===== src/rtl/csdec_pkg.sv =====
package csdec_pkg;
  localparam int ADDR_W   = 32;
  localparam int PAGE_LSB = 20;
  localparam int BASE_W   = ADDR_W - PAGE_LSB;
  localparam int SIZE_W   = 4;

  typedef struct packed {
    logic              en;
    logic [SIZE_W-1:0] size;
    logic [BASE_W-1:0] base;
  } ch_cfg_t;
endpackage


===== src/rtl/csdec_mask_gen.sv =====
// Expands a size code into a low-order ones mask over the page bits and
// flags whether the code lies in the legal range.
module csdec_mask_gen #(
  parameter int MASK_W   = 12,
  parameter int CODE_W   = 4,
  parameter int CODE_MAX = 10
) (
  input  logic [CODE_W-1:0] code,
  output logic [MASK_W-1:0] mask,
  output logic              legal
);
  for (genvar g = 0; g < MASK_W; g++) begin : g_bit
    assign mask[g] = (32'(code) > g);
  end
  assign legal = (32'(code) <= CODE_MAX);
endmodule


===== src/rtl/csdec_channel.sv =====
// One channel: configuration storage plus the masked window compare.
module csdec_channel
  import csdec_pkg::*;
#(
  parameter int SIZE_MAX = 10
) (
  input  logic              clk,
  input  logic              rst,
  input  logic              wr,
  input  ch_cfg_t           wdata,
  input  logic [BASE_W-1:0] page,
  output ch_cfg_t           cfg,
  output logic              hit
);
  ch_cfg_t           cfg_q;
  logic [BASE_W-1:0] mask;
  logic              legal;

  always_ff @(posedge clk) begin
    if (rst)     cfg_q <= '0;
    else if (wr) cfg_q <= wdata;
  end

  csdec_mask_gen #(
    .MASK_W  (BASE_W),
    .CODE_W  (SIZE_W),
    .CODE_MAX(SIZE_MAX)
  ) u_mask (
    .code (cfg_q.size),
    .mask (mask),
    .legal(legal)
  );

  assign hit = cfg_q.en && legal && (((page ^ cfg_q.base) & ~mask) == '0);
  assign cfg = cfg_q;
endmodule


===== src/rtl/csdec_resolve.sv =====
// Folds per-channel hits and external claims into registered selects.
module csdec_resolve #(
  parameter int N = 8
) (
  input  logic         clk,
  input  logic         rst,
  input  logic         valid,
  input  logic [N-1:0] hit,
  input  logic         ext_claim,
  output logic [N-1:0] sel,
  output logic         conflict
);
  logic any_hit;
  logic multi_hit;
  logic clash;

  always_comb begin
    any_hit   = 1'b0;
    multi_hit = 1'b0;
    for (int i = 0; i < N; i++) begin
      if (hit[i]) begin
        multi_hit = multi_hit | any_hit;
        any_hit   = 1'b1;
      end
    end
    clash = multi_hit || (any_hit && ext_claim);
  end

  always_ff @(posedge clk) begin
    if (rst || !valid) begin
      sel      <= '0;
      conflict <= 1'b0;
    end else begin
      sel      <= clash ? '0 : hit;
      conflict <= clash;
    end
  end
endmodule


===== src/rtl/cs_addr_decoder.sv =====
module cs_addr_decoder
  import csdec_pkg::*;
#(
  parameter int NUM_CH   = 8,
  parameter int SIZE_MAX = 10,
  localparam int IDX_W   = $clog2(NUM_CH)
) (
  input  logic              clk,
  input  logic              rst,
  input  logic              cfg_we,
  input  logic [IDX_W-1:0]  cfg_idx,
  input  logic [BASE_W-1:0] cfg_wbase,
  input  logic [SIZE_W-1:0] cfg_wsize,
  input  logic              cfg_wen,
  output logic [BASE_W-1:0] cfg_rbase,
  output logic [SIZE_W-1:0] cfg_rsize,
  output logic              cfg_ren,
  input  logic              acc_valid,
  input  logic [ADDR_W-1:0] acc_addr,
  input  logic              ext_mem_sel,
  input  logic              ext_pci_sel,
  output logic [NUM_CH-1:0] cs_sel,
  output logic              cs_conflict
);
  ch_cfg_t           wdata;
  ch_cfg_t           cfg_all [NUM_CH];
  logic [NUM_CH-1:0] hit;
  logic [BASE_W-1:0] page;

  assign wdata = '{en: cfg_wen, size: cfg_wsize, base: cfg_wbase};
  assign page  = acc_addr[ADDR_W-1:PAGE_LSB];

  for (genvar c = 0; c < NUM_CH; c++) begin : g_ch
    csdec_channel #(.SIZE_MAX(SIZE_MAX)) u_ch (
      .clk  (clk),
      .rst  (rst),
      .wr   (cfg_we && (cfg_idx == IDX_W'(c))),
      .wdata(wdata),
      .page (page),
      .cfg  (cfg_all[c]),
      .hit  (hit[c])
    );
  end

  assign cfg_rbase = cfg_all[cfg_idx].base;
  assign cfg_rsize = cfg_all[cfg_idx].size;
  assign cfg_ren   = cfg_all[cfg_idx].en;

  csdec_resolve #(.N(NUM_CH)) u_res (
    .clk      (clk),
    .rst      (rst),
    .valid    (acc_valid),
    .hit      (hit),
    .ext_claim(ext_mem_sel || ext_pci_sel),
    .sel      (cs_sel),
    .conflict (cs_conflict)
  );
endmodule


===== config.mk =====
export PLATFORM = sky130hd
export DESIGN_NAME = cs_addr_decoder
export DESIGN_NICKNAME = d
export VERILOG_FILES = /design/src/rtl/csdec_pkg.sv /design/src/rtl/csdec_mask_gen.sv /design/src/rtl/csdec_channel.sv /design/src/rtl/csdec_resolve.sv /design/src/rtl/cs_addr_decoder.sv
export SDC_FILE = /design/constraint.sdc
export NUM_CORES = 1
export LEC_CHECK = 0
export ABC_AREA = 1
export BUFFER_PORTS_ARGS = -buffer_cell sky130_fd_sc_hd__buf_4
export CAP_MARGIN = 25
export CORE_ASPECT_RATIO = 1.5
export CORE_MARGIN = 10
export CORE_UTILIZATION = 64
export CTS_CLUSTER_DIAMETER = 150
export DETAILED_ROUTE_END_ITERATION = 8
export PLACE_DENSITY = 0.86
export SLEW_MARGIN = 25
export SYNTH_ARGS = -nofsm -noshare
export SYNTH_HDL_FRONTEND = slang
export SYNTH_SLANG_ARGS = --single-unit

===== constraint.sdc =====
create_clock -name clk -period 3.34 [get_ports clk]
set_input_delay 0.334 -clock clk [delete_from_list [all_inputs] [get_ports clk]]
set_output_delay 0.334 -clock clk [all_outputs]
set_load 0.1 [all_outputs]

==> summary.txt, run 1 <==
Floorplanning
  • Die ar.: 17,600 um2
  • Initial Utilization: 64.8%
  • Core Region: 12,400 um2
  • Die width: 112 um
  • DIE HEIGHT: 158 um
  • Cell row count: 50
  • I/O pins: 84

Placed design
  • DPL Wire Length: 19.4 mm
  • PortBufs: 63
  • Gpl congestion: 0.991

Status
  • Status: complete, no violations

Yosys
  • Compound-Gate Fraction of Synth Area: 23.2%
  • Simple logic cell fraction of the synthesized area: 24.0%
  • Synthesized cell area: 8070 um2
  • Adder-cell share of the synthesized area: 0%
  • Yosys reg bits: 145
  • Mapped Cells: 1,192
  • Avg Synthesized Cell Area: 6.77 um2
  • Sequential area share after synthesis: 36.0%
  • Most used DFF post-synth: dfxtp_1
  • Syn_nets: 1,250
  • EDFF count, synth: 0
  • Mux cell area share after synthesis: 0%
  • Post-synth ARST share: 0%
  • Largest family of logic cells by synthesized area: simple AND/OR/NAND/NOR gates
  • XOR/XNOR Fraction of Synth Area: 7.92%
  • Synth unique cells: 44
  • Ys Warns: 0

Finish
  • Most common cell after layout, fill and taps aside: nor2_1
  • Layout overhead on the synthesized area: 12.5%
  • Multi-input gate area: 4450 um2
  • Ant diodes: 0
  • Final Util: 72.9%
  • Layout cell share with drive strength beyond 1: 12.8%
  • FILL cells: 1,059
  • Most frequent cells in the layout: 208 x nor2_1, 194 x nand2_1, 171 x o21ai_0, 145 x dfxtp_1, 77 x buf_4
  • Register area: 2900 um2
  • Nets: 1,275

Clock tree
  • Setup Fix Bufs, Post-CTS: 0
  • Htree depth: 4
  • Clk sinks: 145
  • Cts repair resizes: 0
  • Post-CTS Hold Buffers: 0
  • Clk_lat worst skew: 430 ps
  • Clk root buf: clkbuf_16
  • CTS tree: done
  • CTS Buf Count: 17
  • Clk buf depth: 2
  • Clk slew on worst S/H paths: 70 ps

Critical path
  • Type of origin of the critical path: input pin
  • Worst Path Max Fanout: 33
  • Arr. time, crit path: 2060 ps
  • CP Class: in -> out
  • WP data required: 3010 ps
  • Element type at the critical path end: primary output

Timing
  • Worst hold slack: 197 ps
  • RSZ-0062 raised after global routing: no
  • Worst Clk Skew: 11.5 ps
  • Final slew viol count: 0
  • Min Clock Period, post-route: 2400 ps
  • Hold Fails Final Rpt: 0
  • Worst-Margin Slew: 909 ps
  • Final setup fails: 0
  • Setup tns final: 0 ps
  • Final worst-path cycle share: 71.8%
  • Slew headroom: 39.3%
  • Maximum clock rate: 417 MHz

Detailed routing
  • DR pass1 iterations: 7
  • DR WL/cell: 19.9 um
  • Vias per cell: 6.19
  • Iter 0 DRT Violations: 967
  • Final WL: 27.6 mm
  • Post-route ant nets: 0
  • Vias: 8,586
  • DRC errors left: 0

Flow run
  • Max-cap viol count: 0

Power
  • Lkg Pwr: 3.80 nW
  • Overall Power: 4.38 mW
  • PwrDens: 482 nW/um2
  • Peak VDD IR: 0.000478 V

Global routing
  • GRT overflow: 0
  • Gr usage total: 30.7%
  • Met3 Usage GRT: 6.51%
  • Met1 Use GR: 36.2%
  • Initial antenna violation count: 0
  • Number of global-route vias before repair: 8,013
  • Most used routing layer: met2
  • Largest net degree at the start of global routing: 78
  • Global Route met2 Usage: 47.4%
  • First-pass GRT wire length: 43.0 mm

Hold path
  • HP Class: in -> reg
[critical path, cell delays in order]
cell and delay, ps:
buf_4 130, nor2_2 90, buf_4 390, inv_1 240
o2111ai_1 270, nand2_1 80, o21ai_1 160, buf_4 340
[cell usage after synthesis (7+ instances only)]
library cell / number / area (um2)
o22ai_1: 22 / 138
nand2_1: 194 / 728
buf_6: 10 / 113
a21oi_1: 74 / 370
a22oi_1: 12 / 90.1
o21ai_0: 181 / 906
inv_1: 73 / 274
nor2_1: 209 / 785
a221oi_1: 10 / 87.6
xnor2_1: 37 / 324
xor2_1: 36 / 315
nor2_2: 8 / 50.1
nand3_1: 30 / 150
nand2_2: 7 / 43.8
inv_2: 18 / 67.6
a31oi_1: 9 / 56.3
dfxtp_1: 145 / 2900
clkbuf_1: 55 / 206
nand4_1: 10 / 62.6
[report_power, final]
part / internal, mW / switching [mW]
Sequential: 1.79 / 0.0594
Clock: 1.06 / 0.807
Combinational: 0.200 / 0.468
[area by class of cell]
| cell class | count | share of cell area [%] |
|---|---|---|
| Timing Repair Buffer | 78 | 6.59 |
| Inverter | 95 | 3.96 |
| Clock inverter | 13 | 1.43 |
| Tap cell | 156 | 2.15 |
| Multi-Input combinational cell | 880 | 49.0 |
| Sequential cell | 145 | 32.0 |
| Clock buffer | 19 | 4.88 |
[layer usage]
layer / vias up / share of wire (%)
li1: 3988 / -
met1: 3815 / 36
met2: 626 / 44
met3: 157 / 11
met4: 0 / 8.6
met5: - / 0
[path summary, 6_finish.rpt]
path | from | end | slack, ps | cells past startpoint
setup reg to reg | g_ch[0].u_ch.cfg[13] | u_res.sel[5] | 1250 | 17
setup / recovery | cfg_idx[1] | cfg_rbase[6] | 940 | 8
hold / removal | rst | u_res.conflict | 200 | 4
hold reg to reg | g_ch[6].u_ch.cfg[16] | g_ch[6].u_ch.cfg[16] | 470 | 2
[cell families after synthesis]
family / count (synthesis)
DFF: 145
buffers and inverters: 167
and+or+nand+nor: 470
xor gates and xnor gates: 73
AOI/OAI and AO/OA: 337
[flip-flops by register name (all words and copies together), names as in the netlist]
register	cells
g_ch.u_ch.cfg	136
u_res.conflict	1
u_res.sel	8
[metrics by stage]
step           std cells  setup slack [ps]  area, um2
2_1_floorplan       1192               176       8070
3_3_place_gp        1354              1010       8510
3_5_place_dp        1354               991       8510
4_1_cts             1386              1030       9080
5_1_grt             1386               908       9080
6_report            1386               941       9080
Power figures use the tool's default switching activity.
==> run 2: changes to the inputs <==
Settings changed: CORE_UTILIZATION 64 to 60, PLACE_DENSITY 0.86 to 0.81.
Clock period 3.34 ns to 2.4 ns, I/O delays scaled along.
==> summary.txt, run 2 (synthesis gave the netlist of run 1 again) <==
Clock tree
  • CTS Buf Count: 17 (unchanged)
  • Clk buf depth: 2 (unchanged)
  • Clk root buf: clkbuf_16 (unchanged)
  • Clk_lat worst skew: 440 ps (was 430 ps)
  • Clk slew on worst S/H paths: 70 ps (about the same)
  • Cts repair resizes: 0 (unchanged)
  • CTS tree: done (unchanged)
  • Setup Fix Bufs, Post-CTS: 0 (unchanged)
  • Htree depth: 4 (unchanged)
  • Post-CTS Hold Buffers: 0 (unchanged)
  • Clk sinks: 145 (unchanged)

Placed design
  • Placed cells: 1,365 (was 1,354)
  • Gpl congestion: 1.12 (was 0.991)
  • DPL Wire Length: 21.7 mm (was 19.4 mm)
  • Placed cell area: 8690 um2 (was 8510 um2)
  • PortBufs: 63 (unchanged)

Critical path
  • WP buf/inv: 2 (was 4)
  • Register-to-Register Path Depth: 9 (was 17)
  • Cell depth of the worst setup path: 5 (was 8)
  • Worst Path Max Fanout: 3 (was 33)
  • Arr. time, crit path: 1990 ps (was 2060 ps)
  • Slowest stage delay, CP: 640 ps (was 390 ps)
  • Critical-path cell list: inv_1 > o21ai_0 > a2111oi_0 > a31oi_2 > buf_4 (was buf_4 > nor2_2 > buf_4 > inv_1 > o2111ai_1 > nand2_1 > o21ai_1 > buf_4)
  • Element type at the critical path end: primary output (unchanged)
  • Type of origin of the critical path: flop (was input pin)
  • CP top delay family: compound AO/OA/AOI/OAI gates (was buffers and inverters)
  • CP Class: reg -> out (was in -> out)
  • Slowest CP cell: a2111oi_0 (was buf_4)
  • WP data required: 2160 ps (was 3010 ps)

Power
  • Switching power: 1.88 mW (was 1.33 mW)
  • PwrDens: 672 nW/um2 (was 482 nW/um2)
  • Internal power: 4.35 mW (was 3.05 mW)
  • Peak VDD IR: 0.000605 V (was 0.000478 V)
  • Lkg Pwr: 3.87 nW (was 3.80 nW)
  • Comb pwr share: 15.6% (was 15.3%)
  • Sequential power share: 41.4% (was 42.2%)
  • Clock power frac: 43.0% (was 42.6%)
  • Sw frac: 30.1% (was 30.5%)

Global routing
  • Gr usage total: 32.1% (was 30.7%)
  • Largest net degree at the start of global routing: 49 (was 78)
  • Initial antenna violation count: 0 (unchanged)
  • First-pass GRT wire length: 45.8 mm (was 43.0 mm)
  • Number of global-route vias before repair: 8,094 (was 8,013)
  • GRT overflow: 0 (unchanged)

Floorplanning
  • Initial Utilization: 61.7% (was 64.8%)
  • Core Region: 13,100 um2 (was 12,400 um2)
  • Die width: 115 um (was 112 um)
  • DIE HEIGHT: 162 um (was 158 um)
  • Cell row count: 51 (was 50)
  • Die ar.: 18,600 um2 (was 17,600 um2)
  • I/O pins: 84 (unchanged)

Detailed routing
  • Post-route ant nets: 0 (unchanged)
  • Vias: 8,675 (was 8,586)
  • Met2 wire length: 13.6 mm (was 12.2 mm)
  • Iter 0 DRT Violations: 1,156 (was 967)
  • DRC errors left: 0 (unchanged)
  • DR WL/cell: 21.7 um (was 19.9 um)
  • Metal3 WL: 3.78 mm (was 3.07 mm)
  • Final WL: 30.3 mm (was 27.6 mm)
  • Highest routed layer: met4 (unchanged)
  • Vias per cell: 6.21 (was 6.19)
  • Metal1 wirelength: 10.4 mm (was 10.0 mm)
  • DR pass1 iterations: 6 (was 7)

Timing
  • Final setup fails: 0 (unchanged)
  • Min Clock Period, post-route: 2230 ps
  • Worst-Margin Slew: 981 ps (was 909 ps)
  • Final slew viol count: 0 (unchanged)
  • RSZ-0062 raised after global routing: no (unchanged)
  • Hold Fails Final Rpt: 0 (unchanged)
  • Final worst-path cycle share: 92.7%
  • Worst Clk Skew: 9.30 ps (was 11.5 ps)
  • Slew headroom: 34.3% (was 39.3%)
  • Maximum clock rate: 449 MHz

Finish
  • Final instance area: 9270 um2 (was 9080 um2)
  • Nets: 1,283 (was 1,275)
  • Most common cell after layout, fill and taps aside: nor2_1 (unchanged)
  • Layout overhead on the synthesized area: 14.8% (was 12.5%)
  • Ant diodes: 0 (unchanged)
  • Layout cell share with drive strength beyond 1: 14.5% (was 12.8%)
  • Layout Cells excl Fill: 1,397 (was 1,386)
  • Max reg flops: 136 (unchanged)
  • Most frequent cells in the layout: 208 x nor2_1, 194 x nand2_1, 171 x o21ai_0, 145 x dfxtp_1, 82 x buf_4 (was 208 x nor2_1, 194 x nand2_1, 171 x o21ai_0, 145 x dfxtp_1, 77 x buf_4)
  • FILL cells: 1,131 (was 1,059)

Hold path
  • Hold Path Stages: 4 (unchanged)
  • HP Class: in -> reg (unchanged)

Status
  • Status: complete, no violations (unchanged)

Flow run
  • Max-cap viol count: 0 (unchanged)
[run 2: cell count changes in the layout (fill, tap and decap cells not counted), moves of 2 or more]
cell and change:
a31oi_1 -5, a31oi_2 +5, a32oi_1 -2, a32oi_2 +2, buf_12 +3, buf_4 +5
clkbuf_1 +2, clkinv_4 -5, clkinvlp_4 +2, o21ai_1 -9, o21ai_2 +9
[run 2: final cells by class]
class	count	area [um2]	area share [%]
Clock buffer	21	450	4.86
Clock inverter	11	129	1.39
Inverter	95	359	3.88
Multi-Input combinational cell	880	4530	48.9
Sequential cell	145	2900	31.3
Tap cell	159	199	2.15
Timing Repair Buffer	86	696	7.51
[run 2: power groups by stage]
stage                     Sequential [mW]  Clock [mW]  Combinational [mW]
after floorplan                      2.60           0               0.650
after global placement               2.62           0               0.926
after detailed placement             2.62           0               0.937
after CTS                            2.57        2.66               0.943
after global routing                 2.58        2.76                1.03
final                                2.58        2.68               0.971
[run 2: metrics by stage]
stage	setup TNS, ps	worst slack (ps)	util, %	hold slack (ps)	total power, mW
CTS	0	207	70.8	104	6.18
floorplan	-102	-102	-	375	3.25
detailed placement	0	272	66.4	469	3.56
global route	0	125	70.8	148	6.37
finish	0	175	70.8	108	6.22
global placement	0	284	66.4	457	3.55
[run 2: per-layer routing]
metal / vias to the layer above / global-route usage, %
met5: - / 0
met2: 608 / 51.4
li1: 4005 / -
met1: 3890 / 37.4
met3: 172 / 7.45
met4: 0 / 20.5
[run 2: path summary, 6_finish.rpt]
| check | endpoint | slack [ps] | startpoint |
|---|---|---|---|
| min reg2reg | g_ch[6].u_ch.cfg[16] | 480 | g_ch[6].u_ch.cfg[16] |
| min | u_res.conflict | 110 | rst |
| max | cfg_rbase[4] | 170 | g_ch[3].u_ch.cfg[4] |
| max reg2reg | u_res.sel[1] | 310 | g_ch[7].u_ch.cfg[15] |
[run 2: worst reg2reg max path, cell delays in order (launching register included)]
cell and delay, ps:
dfxtp_1 380, inv_1 130, o21ai_0 180, o211ai_1 180, nor3_1 410, nand3_1 230, nand4_1 150, nand2_1 120
nand4_4 170, nor2_1 60
==> run 3: changes to the inputs <==
--- a/constraint.sdc
+++ b/constraint.sdc
@@ -3,2 +3,2 @@
 set_output_delay 0.24 -clock clk [all_outputs]
-set_load 0.1 [all_outputs]
+set_load 0.005 [all_outputs]
==> summary.txt, run 3 (synthesis gave the netlist of run 1 again) <==
Status
  • Status: complete, no violations (unchanged)

Power
  • Internal power: 4.31 mW (was 4.35 mW)
  • PwrDens: 661 nW/um2 (was 672 nW/um2)
  • Sequential power share: 42.6% (was 41.4%)
  • Peak VDD IR: 0.000537 V (was 0.000605 V)
  • Comb pwr share: 13.2% (was 15.6%)
  • Lkg Pwr: 3.83 nW (was 3.87 nW)
  • Clock power frac: 44.2% (was 43.0%)
  • Sw frac: 28.5% (was 30.1%)
  • Switching power: 1.72 mW (was 1.88 mW)

Timing
  • Worst-Margin Slew: 845 ps (was 981 ps)
  • RSZ-0062 raised after global routing: no (unchanged)
  • Min Clock Period, post-route: 2190 ps (was 2230 ps)
  • Slew headroom: 43.5% (was 34.3%)
  • Setup tns final: 0 ps (unchanged)
  • Final slew viol count: 0 (unchanged)
  • Final worst-path cycle share: 91.2% (was 92.7%)
  • Final setup fails: 0 (unchanged)
  • Hold Fails Final Rpt: 0 (unchanged)
  • Worst Clk Skew: 6.28 ps (was 9.30 ps)
  • Maximum clock rate: 457 MHz (was 449 MHz)
  • Final WS setup: 211 ps (was 175 ps)

Global routing
  • Initial antenna violation count: 1 (was 0)
  • Gr usage total: 29.1% (was 32.1%)
  • Largest net degree at the start of global routing: 53 (was 49)
  • GRT overflow: 0 (unchanged)
  • First-pass GRT wire length: 42.7 mm (was 45.8 mm)
  • Number of global-route vias before repair: 8,168 (was 8,094)

Detailed routing
  • Final WL: 27.4 mm (was 30.3 mm)
  • Vias: 8,634 (was 8,675)
  • Post-route ant nets: 0 (unchanged)
  • DRC errors left: 0 (unchanged)
  • Vias per cell: 6.20 (was 6.21)
  • DR WL/cell: 19.6 um (was 21.7 um)
  • DR pass1 iterations: 6 (unchanged)
  • Iter 0 DRT Violations: 851 (was 1,156)

Finish
  • Layout overhead on the synthesized area: 13.0% (was 14.8%)
  • Ant diodes: 0 (unchanged)
  • Register area: 2900 um2 (unchanged)
  • Multi-input gate area: 4450 um2 (was 4530 um2)
  • Layout cell share with drive strength beyond 1: 13.1% (was 14.5%)
  • FILL cells: 1,138 (was 1,131)
  • Most common cell after layout, fill and taps aside: nor2_1 (unchanged)
  • Nets: 1,279 (was 1,283)
  • Layout Cells excl Fill: 1,393 (was 1,397)
  • Final instance area: 9120 um2 (was 9270 um2)
  • Max reg flops: 136 (unchanged)
  • Most frequent cells in the layout: 208 x nor2_1, 194 x nand2_1, 181 x o21ai_0, 145 x dfxtp_1, 81 x buf_4 (was 208 x nor2_1, 194 x nand2_1, 171 x o21ai_0, 145 x dfxtp_1, 82 x buf_4)

Placed design
  • Post-Place Worst Slack: 105 ps (was 272 ps)
  • DPL Wire Length: 19.7 mm (was 21.7 mm)
  • Placed cell area: 8540 um2 (was 8690 um2)
  • PortBufs: 63 (unchanged)
  • Gpl congestion: 0.934 (was 1.12)
  • Placed cells: 1,361 (was 1,365)

Clock tree
  • CTS tree: done (unchanged)
  • Post-CTS Hold Buffers: 0 (unchanged)
  • Clk_lat worst skew: 430 ps (was 440 ps)
  • Clk slew on worst S/H paths: 60 ps (was 70 ps)
  • Setup Fix Bufs, Post-CTS: 0 (unchanged)
  • Clk buf depth: 2 (unchanged)
  • Cts repair resizes: 0 (unchanged)
  • Clk root buf: clkbuf_16 (unchanged)
  • Htree depth: 4 (unchanged)
  • CTS Buf Count: 17 (unchanged)
  • Clk sinks: 145 (unchanged)

Critical path
  • Worst Setup EP: u_res.sel[1] (was cfg_rbase[4])
  • Worst Path Max Fanout: 8 (was 3)
  • Register-to-Register Path Depth: 13 (was 9)
  • CP startpoint: g_ch[0].u_ch.cfg[12] (was g_ch[3].u_ch.cfg[4])
  • Cell depth of the worst setup path: 13 (was 5)
  • WP data required: 2720 ps (was 2160 ps)
  • CP Class: reg -> reg (was reg -> out)
  • Worst r2r dst: u_res.sel[1] (unchanged)
  • CP top delay family: simple AND/OR/NAND/NOR gates (was compound AO/OA/AOI/OAI gates)
  • Arr. time, crit path: 2510 ps (was 1990 ps)
  • Critical-path cell list: inv_1 > nand2_2 > nor2_1 > nand2_1 > nand2_1 > nor2_1 > nand3_2 > nand4_2 > nor2_2 > nor2_1 > nor2_4 > nand4_4 > nor2_1 (was inv_1 > o21ai_0 > a2111oi_0 > a31oi_2 > buf_4)
  • Element type at the critical path end: flop (was primary output)
  • Critical R2R Launch: g_ch[0].u_ch.cfg[12] (was g_ch[7].u_ch.cfg[15])
  • Crit path top cell by count: nor2_1
  • Worst reg2reg setup slack: 210 ps (was 310 ps)
  • Type of origin of the critical path: flop (unchanged)
  • Slowest CP cell: dfxtp_1 (was a2111oi_0)
  • WP buf/inv: 1 (was 2)
  • Slowest stage delay, CP: 470 ps (was 640 ps)

Floorplanning
  • I/O pins: 84 (unchanged)
  • Die width: 115 um (unchanged)
  • Core Region: 13,100 um2 (unchanged)
  • DIE HEIGHT: 162 um (unchanged)
  • Cell row count: 51 (unchanged)
  • Die ar.: 18,600 um2 (unchanged)
  • Initial Utilization: 61.7% (unchanged)

Hold path
  • HP Class: in -> reg (unchanged)

Flow run
  • Max-cap viol count: 0 (unchanged)
-- run 3: cell count changes in the layout (fill, tap and decap cells not counted), sizes merged --
cell / previous run / this run
buf: 86 / 82
clkbuf: 21 / 17
clkinv: 3 / 9
clkinvlp: 5 / 2
inv: 96 / 97
-- run 3: power groups by stage --
stage	combinational (mW)	sequential (mW)	clock, mW
after floorplan	0.512	2.60	0
after global routing	0.863	2.58	2.76
after detailed placement	0.762	2.62	0
after global placement	0.751	2.62	0
after CTS	0.769	2.57	2.66
final	0.794	2.57	2.67
-- run 3: worst min-delay path by stage --
stage,from,to,slack (ps),cells past startpoint
finish,rst,u_res.conflict,110,4
global route,rst,u_res.conflict,140,4
CTS,rst,u_res.conflict,110,4
detailed placement,g_ch[6].u_ch.cfg[16],g_ch[6].u_ch.cfg[16],470,2
global placement,g_ch[6].u_ch.cfg[16],g_ch[6].u_ch.cfg[16],450,2
floorplan,cfg_wsize[1],g_ch[2].u_ch.cfg[13],370,2
-- run 3: final cells by class --
cell class              count  share of cell area [%]
clock buffers              17                    4.66
clock inverters            15                    1.74
inverters                  95                    3.94
multi-input cells         880                    48.8
flip-flops and latches    145                    31.8
well taps                 159                    2.18
repair buffers             82                    6.88
-- run 3: per-stage QoR --
| stage | util (%) | hold WS [ps] | power [mW] |
|---|---|---|---|
| after floorplan | - | 375 | 3.11 |
| after global placement | 65.3 | 451 | 3.37 |
| after detailed placement | 65.3 | 465 | 3.38 |
| after CTS | 69.7 | 107 | 5.99 |
| after global routing | 69.7 | 136 | 6.20 |
| final | 69.7 | 105 | 6.03 |
-- run 3: worst register-to-register path, stage by stage (launching register included) --
cell	delay [ps]
dfxtp_1	470
inv_1	110
nand2_2	100
nor2_1	50
nand2_1	60
nand2_1	50
nor2_1	300
nand3_2	220
nand4_2	170
nor2_2	70
nor2_1	180
nor2_4	80
nand4_4	160
nor2_1	60
-- run 3: layer usage --
layer | track usage, % | vias to the layer above | part of all wire, %
met5 | 0 | - | 0.066
met4 | 21.2 | 2 | 7.6
met3 | 6.49 | 169 | 9.9
met2 | 45.2 | 565 | 45
met1 | 34.3 | 3904 | 38
li1 | - | 3994 | -
